==> config.mk <==
export PLATFORM = sky130hd
export DESIGN_NAME = spi_rate_master
export DESIGN_NICKNAME = d
export VERILOG_FILES = /design/src/rtl/spi_rate_pkg.sv /design/src/rtl/spi_half_timer.sv /design/src/rtl/spi_shift_engine.sv /design/src/rtl/spi_frame_ctrl.sv /design/src/rtl/spi_rate_master.sv
export SDC_FILE = /design/constraint.sdc
export NUM_CORES = 1
export LEC_CHECK = 0
export BUFFER_PORTS_ARGS = -buffer_cell sky130_fd_sc_hd__buf_2
export CORE_ASPECT_RATIO = 0.75
export CORE_MARGIN = 2
export CORE_UTILIZATION = 44
export CTS_BUF_LIST = sky130_fd_sc_hd__clkbuf_8
export CTS_CLUSTER_SIZE = 20
export DETAILED_ROUTE_END_ITERATION = 16
export PLACE_DENSITY = 0.75
export SYNTH_ARGS = -nofsm -noshare
export SYNTH_HDL_FRONTEND = slang
export SYNTH_HIERARCHICAL = 1
export SYNTH_SLANG_ARGS = --single-unit
==> constraint.sdc <==
create_clock -name clk -period 2.39 [get_ports clk]
set_input_delay 0.3585 -clock clk [delete_from_list [all_inputs] [get_ports clk]]
set_output_delay 0.3585 -clock clk [all_outputs]
set_load 0.02 [all_outputs]
==> src/rtl/spi_rate_pkg.sv <==
package spi_rate_pkg;

  typedef enum logic [1:0] {
    PH_IDLE  = 2'd0,
    PH_LEAD  = 2'd1,
    PH_SHIFT = 2'd2,
    PH_TRAIL = 2'd3
  } phase_t;

  localparam logic [1:0] RATE_FAST = 2'b00;
  localparam logic [1:0] RATE_MID  = 2'b01;

endpackage

==> src/rtl/spi_half_timer.sv <==
module spi_half_timer #(
  parameter int CNT_W = 5
) (
  input  logic             clk,
  input  logic             rst_n,
  input  logic             run_i,
  input  logic [CNT_W-1:0] limit_i,
  output logic             tick_o
);

  logic [CNT_W-1:0] cnt_q, cnt_d;

  assign tick_o = run_i && (cnt_q == limit_i);

  always_comb begin
    cnt_d = cnt_q;
    if (!run_i) begin
      cnt_d = '0;
    end else if (tick_o) begin
      cnt_d = '0;
    end else begin
      cnt_d = cnt_q + 1'b1;
    end
  end

  always_ff @(posedge clk or negedge rst_n) begin
    if (!rst_n) begin
      cnt_q <= '0;
    end else begin
      cnt_q <= cnt_d;
    end
  end

endmodule

==> src/rtl/spi_shift_engine.sv <==
module spi_shift_engine #(
  parameter int DW = 8
) (
  input  logic          clk,
  input  logic          rst_n,
  input  logic          load_i,
  input  logic [DW-1:0] load_data_i,
  input  logic          rise_i,
  input  logic          fall_i,
  input  logic          capture_i,
  input  logic          miso_i,
  output logic          mosi_o,
  output logic [DW-1:0] rx_hold_o
);

  logic [DW-1:0] shreg_q, shreg_d;
  logic          samp_q, samp_d;
  logic [DW-1:0] hold_q, hold_d;

  assign mosi_o    = shreg_q[DW-1];
  assign rx_hold_o = hold_q;

  always_comb begin
    shreg_d = shreg_q;
    samp_d  = samp_q;
    hold_d  = hold_q;
    if (load_i) begin
      shreg_d = load_data_i;
    end else if (fall_i) begin
      shreg_d = {shreg_q[DW-2:0], samp_q};
    end
    if (rise_i) begin
      samp_d = miso_i;
    end
    if (capture_i) begin
      hold_d = shreg_q;
    end
  end

  always_ff @(posedge clk or negedge rst_n) begin
    if (!rst_n) begin
      shreg_q <= '0;
      samp_q  <= 1'b0;
      hold_q  <= '0;
    end else begin
      shreg_q <= shreg_d;
      samp_q  <= samp_d;
      hold_q  <= hold_d;
    end
  end

endmodule

==> src/rtl/spi_frame_ctrl.sv <==
module spi_frame_ctrl
  import spi_rate_pkg::*;
#(
  parameter int DW       = 8,
  parameter int DIV_FAST = 4,
  parameter int DIV_MID  = 16,
  parameter int DIV_SLOW = 64,
  localparam int CNT_W   = $clog2(DIV_SLOW / 2),
  localparam int BIT_W   = $clog2(DW)
) (
  input  logic             clk,
  input  logic             rst_n,
  input  logic             start_i,
  input  logic [1:0]       rate_sel_i,
  input  logic             tick_i,
  output logic             run_o,
  output logic [CNT_W-1:0] half_m1_o,
  output logic             load_o,
  output logic             rise_o,
  output logic             fall_o,
  output logic             capture_o,
  output logic             sck_o,
  output logic             cs_n_o,
  output logic             busy_o,
  output logic             done_o
);

  localparam logic [CNT_W-1:0] HM1_FAST = CNT_W'(DIV_FAST / 2 - 1);
  localparam logic [CNT_W-1:0] HM1_MID  = CNT_W'(DIV_MID / 2 - 1);
  localparam logic [CNT_W-1:0] HM1_SLOW = CNT_W'(DIV_SLOW / 2 - 1);
  localparam logic [BIT_W-1:0] LAST_BIT = BIT_W'(DW - 1);

  phase_t           ph_q, ph_d;
  logic [BIT_W-1:0] bit_q, bit_d;
  logic [CNT_W-1:0] hm1_q, hm1_d;
  logic             sck_q, sck_d;
  logic             csn_q, csn_d;
  logic             done_q, done_d;
  logic [CNT_W-1:0] hm1_pick;

  always_comb begin
    case (rate_sel_i)
      RATE_FAST: hm1_pick = HM1_FAST;
      RATE_MID:  hm1_pick = HM1_MID;
      default:   hm1_pick = HM1_SLOW;
    endcase
  end

  always_comb begin
    ph_d      = ph_q;
    bit_d     = bit_q;
    hm1_d     = hm1_q;
    sck_d     = sck_q;
    csn_d     = csn_q;
    done_d    = 1'b0;
    load_o    = 1'b0;
    rise_o    = 1'b0;
    fall_o    = 1'b0;
    capture_o = 1'b0;
    case (ph_q)
      PH_IDLE: begin
        if (start_i) begin
          ph_d   = PH_LEAD;
          hm1_d  = hm1_pick;
          csn_d  = 1'b0;
          bit_d  = '0;
          load_o = 1'b1;
        end
      end
      PH_LEAD: begin
        if (tick_i) begin
          ph_d   = PH_SHIFT;
          sck_d  = 1'b1;
          rise_o = 1'b1;
        end
      end
      PH_SHIFT: begin
        if (tick_i) begin
          if (sck_q) begin
            sck_d  = 1'b0;
            fall_o = 1'b1;
            if (bit_q == LAST_BIT) begin
              ph_d = PH_TRAIL;
            end else begin
              bit_d = bit_q + 1'b1;
            end
          end else begin
            sck_d  = 1'b1;
            rise_o = 1'b1;
          end
        end
      end
      PH_TRAIL: begin
        if (tick_i) begin
          ph_d      = PH_IDLE;
          csn_d     = 1'b1;
          done_d    = 1'b1;
          capture_o = 1'b1;
        end
      end
      default: ph_d = PH_IDLE;
    endcase
  end

  always_ff @(posedge clk or negedge rst_n) begin
    if (!rst_n) begin
      ph_q   <= PH_IDLE;
      bit_q  <= '0;
      hm1_q  <= HM1_SLOW;
      sck_q  <= 1'b0;
      csn_q  <= 1'b1;
      done_q <= 1'b0;
    end else begin
      ph_q   <= ph_d;
      bit_q  <= bit_d;
      hm1_q  <= hm1_d;
      sck_q  <= sck_d;
      csn_q  <= csn_d;
      done_q <= done_d;
    end
  end

  assign run_o     = (ph_q != PH_IDLE);
  assign half_m1_o = hm1_q;
  assign sck_o     = sck_q;
  assign cs_n_o    = csn_q;
  assign busy_o    = (ph_q != PH_IDLE);
  assign done_o    = done_q;

endmodule

==> src/rtl/spi_rate_master.sv <==
module spi_rate_master #(
  parameter int DW       = 8,
  parameter int DIV_FAST = 4,
  parameter int DIV_MID  = 16,
  parameter int DIV_SLOW = 64
) (
  input  logic          clk,
  input  logic          rst_n,
  input  logic          start_i,
  input  logic [1:0]    rate_sel_i,
  input  logic [DW-1:0] tx_byte_i,
  output logic [DW-1:0] rx_byte_o,
  output logic          busy_o,
  output logic          done_o,
  output logic          sck_o,
  output logic          cs_n_o,
  output logic          mosi_o,
  input  logic          miso_i
);

  localparam int CNT_W = $clog2(DIV_SLOW / 2);

  logic             run;
  logic             tick;
  logic [CNT_W-1:0] half_m1;
  logic             load, rise, fall, capture;

  spi_half_timer #(.CNT_W(CNT_W)) u_timer (
    .clk     (clk),
    .rst_n   (rst_n),
    .run_i   (run),
    .limit_i (half_m1),
    .tick_o  (tick)
  );

  spi_frame_ctrl #(
    .DW       (DW),
    .DIV_FAST (DIV_FAST),
    .DIV_MID  (DIV_MID),
    .DIV_SLOW (DIV_SLOW)
  ) u_ctrl (
    .clk        (clk),
    .rst_n      (rst_n),
    .start_i    (start_i),
    .rate_sel_i (rate_sel_i),
    .tick_i     (tick),
    .run_o      (run),
    .half_m1_o  (half_m1),
    .load_o     (load),
    .rise_o     (rise),
    .fall_o     (fall),
    .capture_o  (capture),
    .sck_o      (sck_o),
    .cs_n_o     (cs_n_o),
    .busy_o     (busy_o),
    .done_o     (done_o)
  );

  spi_shift_engine #(.DW(DW)) u_shift (
    .clk         (clk),
    .rst_n       (rst_n),
    .load_i      (load),
    .load_data_i (tx_byte_i),
    .rise_i      (rise),
    .fall_i      (fall),
    .capture_i   (capture),
    .miso_i      (miso_i),
    .mosi_o      (mosi_o),
    .rx_hold_o   (rx_byte_o)
  );

endmodule

### Word level (Yosys, flattened, before mapping)

Cells that the tools add are included.

* register bits: 35
* input bits: 14
* word-level logic and storage cells: 70

* $add $sub $neg: 2
* equality and inequality tests: 13
* multiplexer cells: 32
* reduce and logical (&&, ||, !) cells: 13

Operator list (count)
* 2-to-1 mux 8 bit: 2
* 2-to-1 mux 1 bit: 12
* 2-to-1 mux 2 bit: 6
* 2-to-1 mux 3 bit: 4
* 2-to-1 mux 5 bit: 2
* != test 2 bit, second input constant: 5
* case mux 5 bit (2 select lines): 1
* nonzero test 2 bit: 5
* case mux 2 bit (4 select lines): 1
* case mux 1 bit (2 select lines): 3
* case mux 3 bit (2 select lines): 1
* AND reduction 3 bit: 2
* AND reduction 6 bit: 1
* adder 5 x 1 -> 5 bit, second input constant: 1
* == test 5 bit: 1
* AND reduction 5 bit: 1
* == test 2 x 1 -> 1 bit, second input constant: 2
* == test 2 bit, second input constant: 2
* logical NOT 2 bit: 2
* != test 2 x 1 -> 1 bit, second input constant: 2
* adder 3 x 1 -> 3 bit, second input constant: 1
* == test 3 bit, second input constant: 1
* AND reduction 2 bit: 1
* logical AND 1 bit: 1

### Longest topological paths before layout

* depth in word-level cells: 6
* depth in mapped cells: 9
* depth with buffers taken out: 7

### By module

The synthesis kept the hierarchy.

Modules (own cells, without submodules)
* spi_shift_engine: times used 1, cells an instance 53, area each 740.7 um2, seq. area each 425.4 um2
* spi_frame_ctrl: times used 1, cells an instance 64, area each 680.7 um2, seq. area each 254.0 um2
* spi_half_timer: times used 1, cells an instance 26, area each 291.5 um2, seq. area each 125.1 um2

### Worst setup path after synthesis

OpenSTA, ideal clock, no wires.

* path type: register to register
* from: register u_ctrl.hm1_q[2], in the netlist u_ctrl/half_m1_o[2]
* to: register u_shift.hold_q[0], in the netlist u_shift/rx_hold_o[0]
* setup time: 125 ps
* arrival time: 1976 ps
* required time: 2265 ps
* setup slack: 288 ps
* stages on the path, launching flop included: 8
* buffers on the path: 2
* clock period less this slack: 2102 ps
* cell sequence: dfstp_2 -> buf_4 -> xor2_1 -> nor4_4 -> and3_1 -> and2_1 -> buf_6 -> mux2_4

* longest elaborated chain between the ends: 4

Ends and longest elaborated chain
* start, declared: RTL line spi_frame_ctrl.sv:35 `logic [CNT_W-1:0] hm1_q, hm1_d;`
* start signal, assigned: RTL line spi_frame_ctrl.sv:116 `hm1_q <= hm1_d;`
* == test 5 bit: RTL line spi_half_timer.sv:13 `assign tick_o = run_i && (cnt_q == limit_i);`
* logical AND 1 bit: RTL line spi_half_timer.sv:13
* via tick: RTL line spi_rate_master.sv:24 `logic tick;`
* 2-to-1 mux 1 bit: RTL line spi_frame_ctrl.sv:94 `if (tick_i) begin`
* 2-to-1 mux 1 bit: RTL line spi_frame_ctrl.sv:60 `case (ph_q)`
* via capture: RTL line spi_rate_master.sv:26 `logic load, rise, fall, capture;`
* end signal, assigned: RTL line spi_shift_engine.sv:48 `hold_q <= hold_d;`
* end, declared: RTL line spi_shift_engine.sv:18 `logic [DW-1:0] hold_q, hold_d;`

The timed path passes the listed nets, and every way through them passes these cells.
A chain may end at the register's enable or synchronous reset.

### Final worst setup path

* from: register u_ctrl.ph_q[1]
* to: register u_shift.shreg_q[1]

* longest elaborated chain between the ends: 5
* elaborated cells on any way between the ends: 9

Ends and longest elaborated chain
* start, declared: RTL line spi_frame_ctrl.sv:33 `phase_t ph_q, ph_d;`
* start signal, assigned: RTL line spi_frame_ctrl.sv:114 `ph_q <= ph_d;`
* nonzero test 2 bit: RTL line spi_frame_ctrl.sv:123 `assign run_o = (ph_q != PH_IDLE);`
* logical AND 1 bit: RTL line spi_half_timer.sv:13
* via tick: RTL line spi_rate_master.sv:24
* 2-to-1 mux 1 bit: RTL line spi_frame_ctrl.sv:78 `if (tick_i) begin`
* 2-to-1 mux 1 bit: RTL line spi_frame_ctrl.sv:60
* via fall: RTL line spi_rate_master.sv:26
* nonzero test 2 bit (no source line)
* end signal, assigned: RTL line spi_shift_engine.sv:46 `shreg_q <= shreg_d;`
* end, declared: RTL line spi_shift_engine.sv:16 `logic [DW-1:0] shreg_q, shreg_d;`

The timed path passes the listed nets, and every way through them passes these cells.

==> flow_metrics.env <==
export IMPL_status="completed"
export IMPL_start_util_pct=46.49
export IMPL_ys_seq_area_share_pct=46.97
export IMPL_crit_type="reg2reg"
export IMPL_whs_ns=0.1163
export IMPL_worstSetupEndpointType="flip-flop"
export IMPL_critical_path_buf_inv_count=3
export IMPL_layout_common_cells="29 x dfrtp_1, 26 x buf_2, 17 x nand2_1, 10 x mux2i_1, 9 x mux2_4"
export IMPL_layout_cells_non_filler=226
export IMPL_clk_latency_ns=0.28
export IMPL_cts_setup_buffers=0
export IMPL_synth_edf_count=0
export IMPL_cp_arrival_ns=2.23
export IMPL_drv_cap=0
export IMPL_yosys_mux_area_fraction_pct=15.05
export IMPL_die_height_um=58.04
export IMPL_cp_required_ns=2.55
export IMPL_async_flop_share_pct=100.0
export IMPL_critPathTopFamily="simple AND/OR/NAND/NOR gates"
export IMPL_clkTransAtPathRegs_ns=0.07
export IMPL_slew_violations=0
export IMPL_synthFlopType="dfrtp_1"
export IMPL_n_fill_cell=330
export IMPL_seqCellArea_um2=804.5
export IMPL_area_growth_pct=15.70
export IMPL_slew_headroom_pct=54.30
export IMPL_cts_sinks=32
export IMPL_synth_compound_area_share_pct=10.81
export IMPL_multi_input_area_um2=810.8
export IMPL_initialDrtViolationCount=52
export IMPL_synth_seq_cells=32
export IMPL_netlist_area_leader_share_pct=42.37
export IMPL_yosys_area_share_adder_pct=5.844
export IMPL_core_area_um2=3685
export IMPL_synth_top_family_by_area="multiplexers"
export IMPL_pwr_share_seq_pct=39.5
export IMPL_rsz0062_at_grt="false"
export IMPL_grt_pass1_vias=1045
export IMPL_power_switching_uw=913.0
export IMPL_yosysTopAreaCell="dfrtp_1"
export IMPL_io_pins=27
export IMPL_htreeDepth=2
export IMPL_wl_per_cell_um=14.10
export IMPL_p_total_mw=2.396
export IMPL_min_path_type="in2async"
export IMPL_ir_drop_mv=0.7112
export IMPL_vias=1130
export IMPL_root_buffer="clkbuf_8"
export IMPL_grt_use_total_pct=15.32
export IMPL_clkPwrFrac_pct=20.8
export IMPL_placed_cell_area_um2=1874
export IMPL_p_int_mw=1.483
export IMPL_hold_viol_final=0
export IMPL_final_setup_viol_count=0
export IMPL_rows=19
export IMPL_fin_crit_ns=2.073
export IMPL_dieArea_um2=4413
export IMPL_tns_ns=0
export IMPL_synth_avg_cell_area_um2=11.98
export IMPL_synth_xor_area_share_pct=4.091
export IMPL_crit_chain="inv_1 -> ha_1 -> inv_1 -> and3_1 -> and3_1 -> buf_4 -> mux2i_1 -> o21ai_1"
export IMPL_synth_distinct_cells=33
export IMPL_cts_tree="built"
export IMPL_grt_pass1_wl_mm=5.181
export IMPL_clock_skew_ns=0.004897
export IMPL_synth_cell_area_um2=1713
export IMPL_hold_buffers=0
export IMPL_drc_errors=0
export IMPL_synthesis_nets=165
export IMPL_utilization_pct=53.79
export IMPL_start_kind="flip-flop"
export IMPL_numCtsBuffers=5
export IMPL_power_per_cell_area_nw_per_um2=1209
export IMPL_antenna_found_initial=0
export IMPL_mostFrequentLayoutCell="dfrtp_1"
export IMPL_drive_above_1_share_pct=33.33
export IMPL_combPwrFrac_pct=39.7
export IMPL_syn_instance_count=143
export IMPL_dp_slack_ns=0.3308
export IMPL_port_buffers=26
export IMPL_hpwl_mm=2.337
export IMPL_n_antenna_cell=0
export IMPL_path_max_fanout=8
export IMPL_gp_congestion=0.9060
export IMPL_layout_nets=195
export IMPL_final_period_utilization_pct=86.74
export IMPL_postLayoutCellArea_um2=1982
export IMPL_grt_max_degree=33
export IMPL_clock_fmax_ghz=0.4824
export IMPL_post_cts_resized=0
export IMPL_slowest_stage="dfrtp_1"
export IMPL_fp_dieW_um=76.05
export IMPL_slowest_delay_ns=0.46
export IMPL_swShare_pct=38.10
export IMPL_cts_buffer_depth=2
export IMPL_yosys_warnings=6
export IMPL_placed_cells=218
export IMPL_synth_simple_area_share_pct=11.32
export IMPL_synth_area_leaders="dfrtp_1 42%, mux2_4 7.9%, ha_1 5.8%"
export IMPL_drt_wl_total_mm=3.187
export IMPL_firstDrtPassIters=5
export IMPL_via_per_inst=5.000
export IMPL_setup_slack_ns=0.3169
export IMPL_worst_pin_slew_ns=0.6855
export IMPL_grt_overflow_total=0
export IMPL_ant_nets=0
export IMPL_p_leak_nw=0.9521
worst paths after layout:
check                                          start                   end  slack, ns  cells after the start
worst max-delay path                  u_ctrl/ph_q[1]    u_shift/shreg_q[1]       0.32                      8
worst min-delay path                           rst_n  u_shift/rx_hold_o[5]       0.12                      1
worst max register to register        u_ctrl/ph_q[1]    u_shift/shreg_q[1]       0.32                      8
worst min register to register  u_shift/rx_hold_o[1]  u_shift/rx_hold_o[1]       0.50                      1
max in group asynchronous                      rst_n    u_shift/shreg_q[2]       1.83                      1
min in group clk                        tx_byte_i[4]    u_shift/shreg_q[4]       0.29                      3
final cells by class:
class	instances	area share, %
inverter	7	1.326
tap	52	3.283
clock buffer	5	3.472
multi-input combinational	96	40.91
clock inverter	3	1.957
timing repair buffer	31	8.460
sequential	32	40.59
registers in the layout, summed over array words and instances, names as in the netlist:
name and count:
u_ctrl/bit_q 3, u_ctrl/cs_n_o 1, u_ctrl/done_o 1, u_ctrl/half_m1_o 2
u_ctrl/ph_q 2, u_ctrl/sck_o 1, u_shift/rx_hold_o 8, u_shift/samp_q 1
u_shift/shreg_q 8, u_timer/cnt_q 5
synthesized netlist by cell type (all sizes together) (3+ instances only):
library cell,n
a21oi,4
nand2b,3
o21ai,10
dfstp,3
inv,7
nand3,5
nand2,17
xor2,6
a211oi,4
ha,8
mux2,11
dfrtp,29
mux2i,10
buf,8
cells by family after synthesis:
logic type	count (synthesis)
flip-flops	32
other	1
AO/OA/AOI/OAI	24
adder cells (fa/ha/maj)	8
buffers and inverters	15
multiplexers	21
XOR/XNOR	8
AND/OR/NAND/NOR	34
power by group through the flow:
stage / Sequential, mW / Clock, mW / Combinational [mW]
floorplan: 0.979 / 0 / 0.706
global placement: 0.941 / 0 / 0.912
detailed placement: 0.954 / 0 / 0.949
CTS: 0.948 / 0.510 / 0.956
global route: 0.976 / 0.536 / 1.04
finish: 0.948 / 0.498 / 0.951
routing by layer:
layer  track usage, %  share of wire, %
met3            5.763               4.3
met1            20.51                49
met4            6.234              0.72
met2            22.83                46
met5                0                 0
worst register-to-register path, cell delays in order (launching register included):
cell and delay (ns):
dfrtp_1 0.46, inv_1 0.12, ha_1 0.28, inv_1 0.13, and3_1 0.28, and3_1 0.19
buf_4 0.18, mux2i_1 0.22, o21ai_1 0.08
No activity file was read; power rests on OpenSTA's default activity.
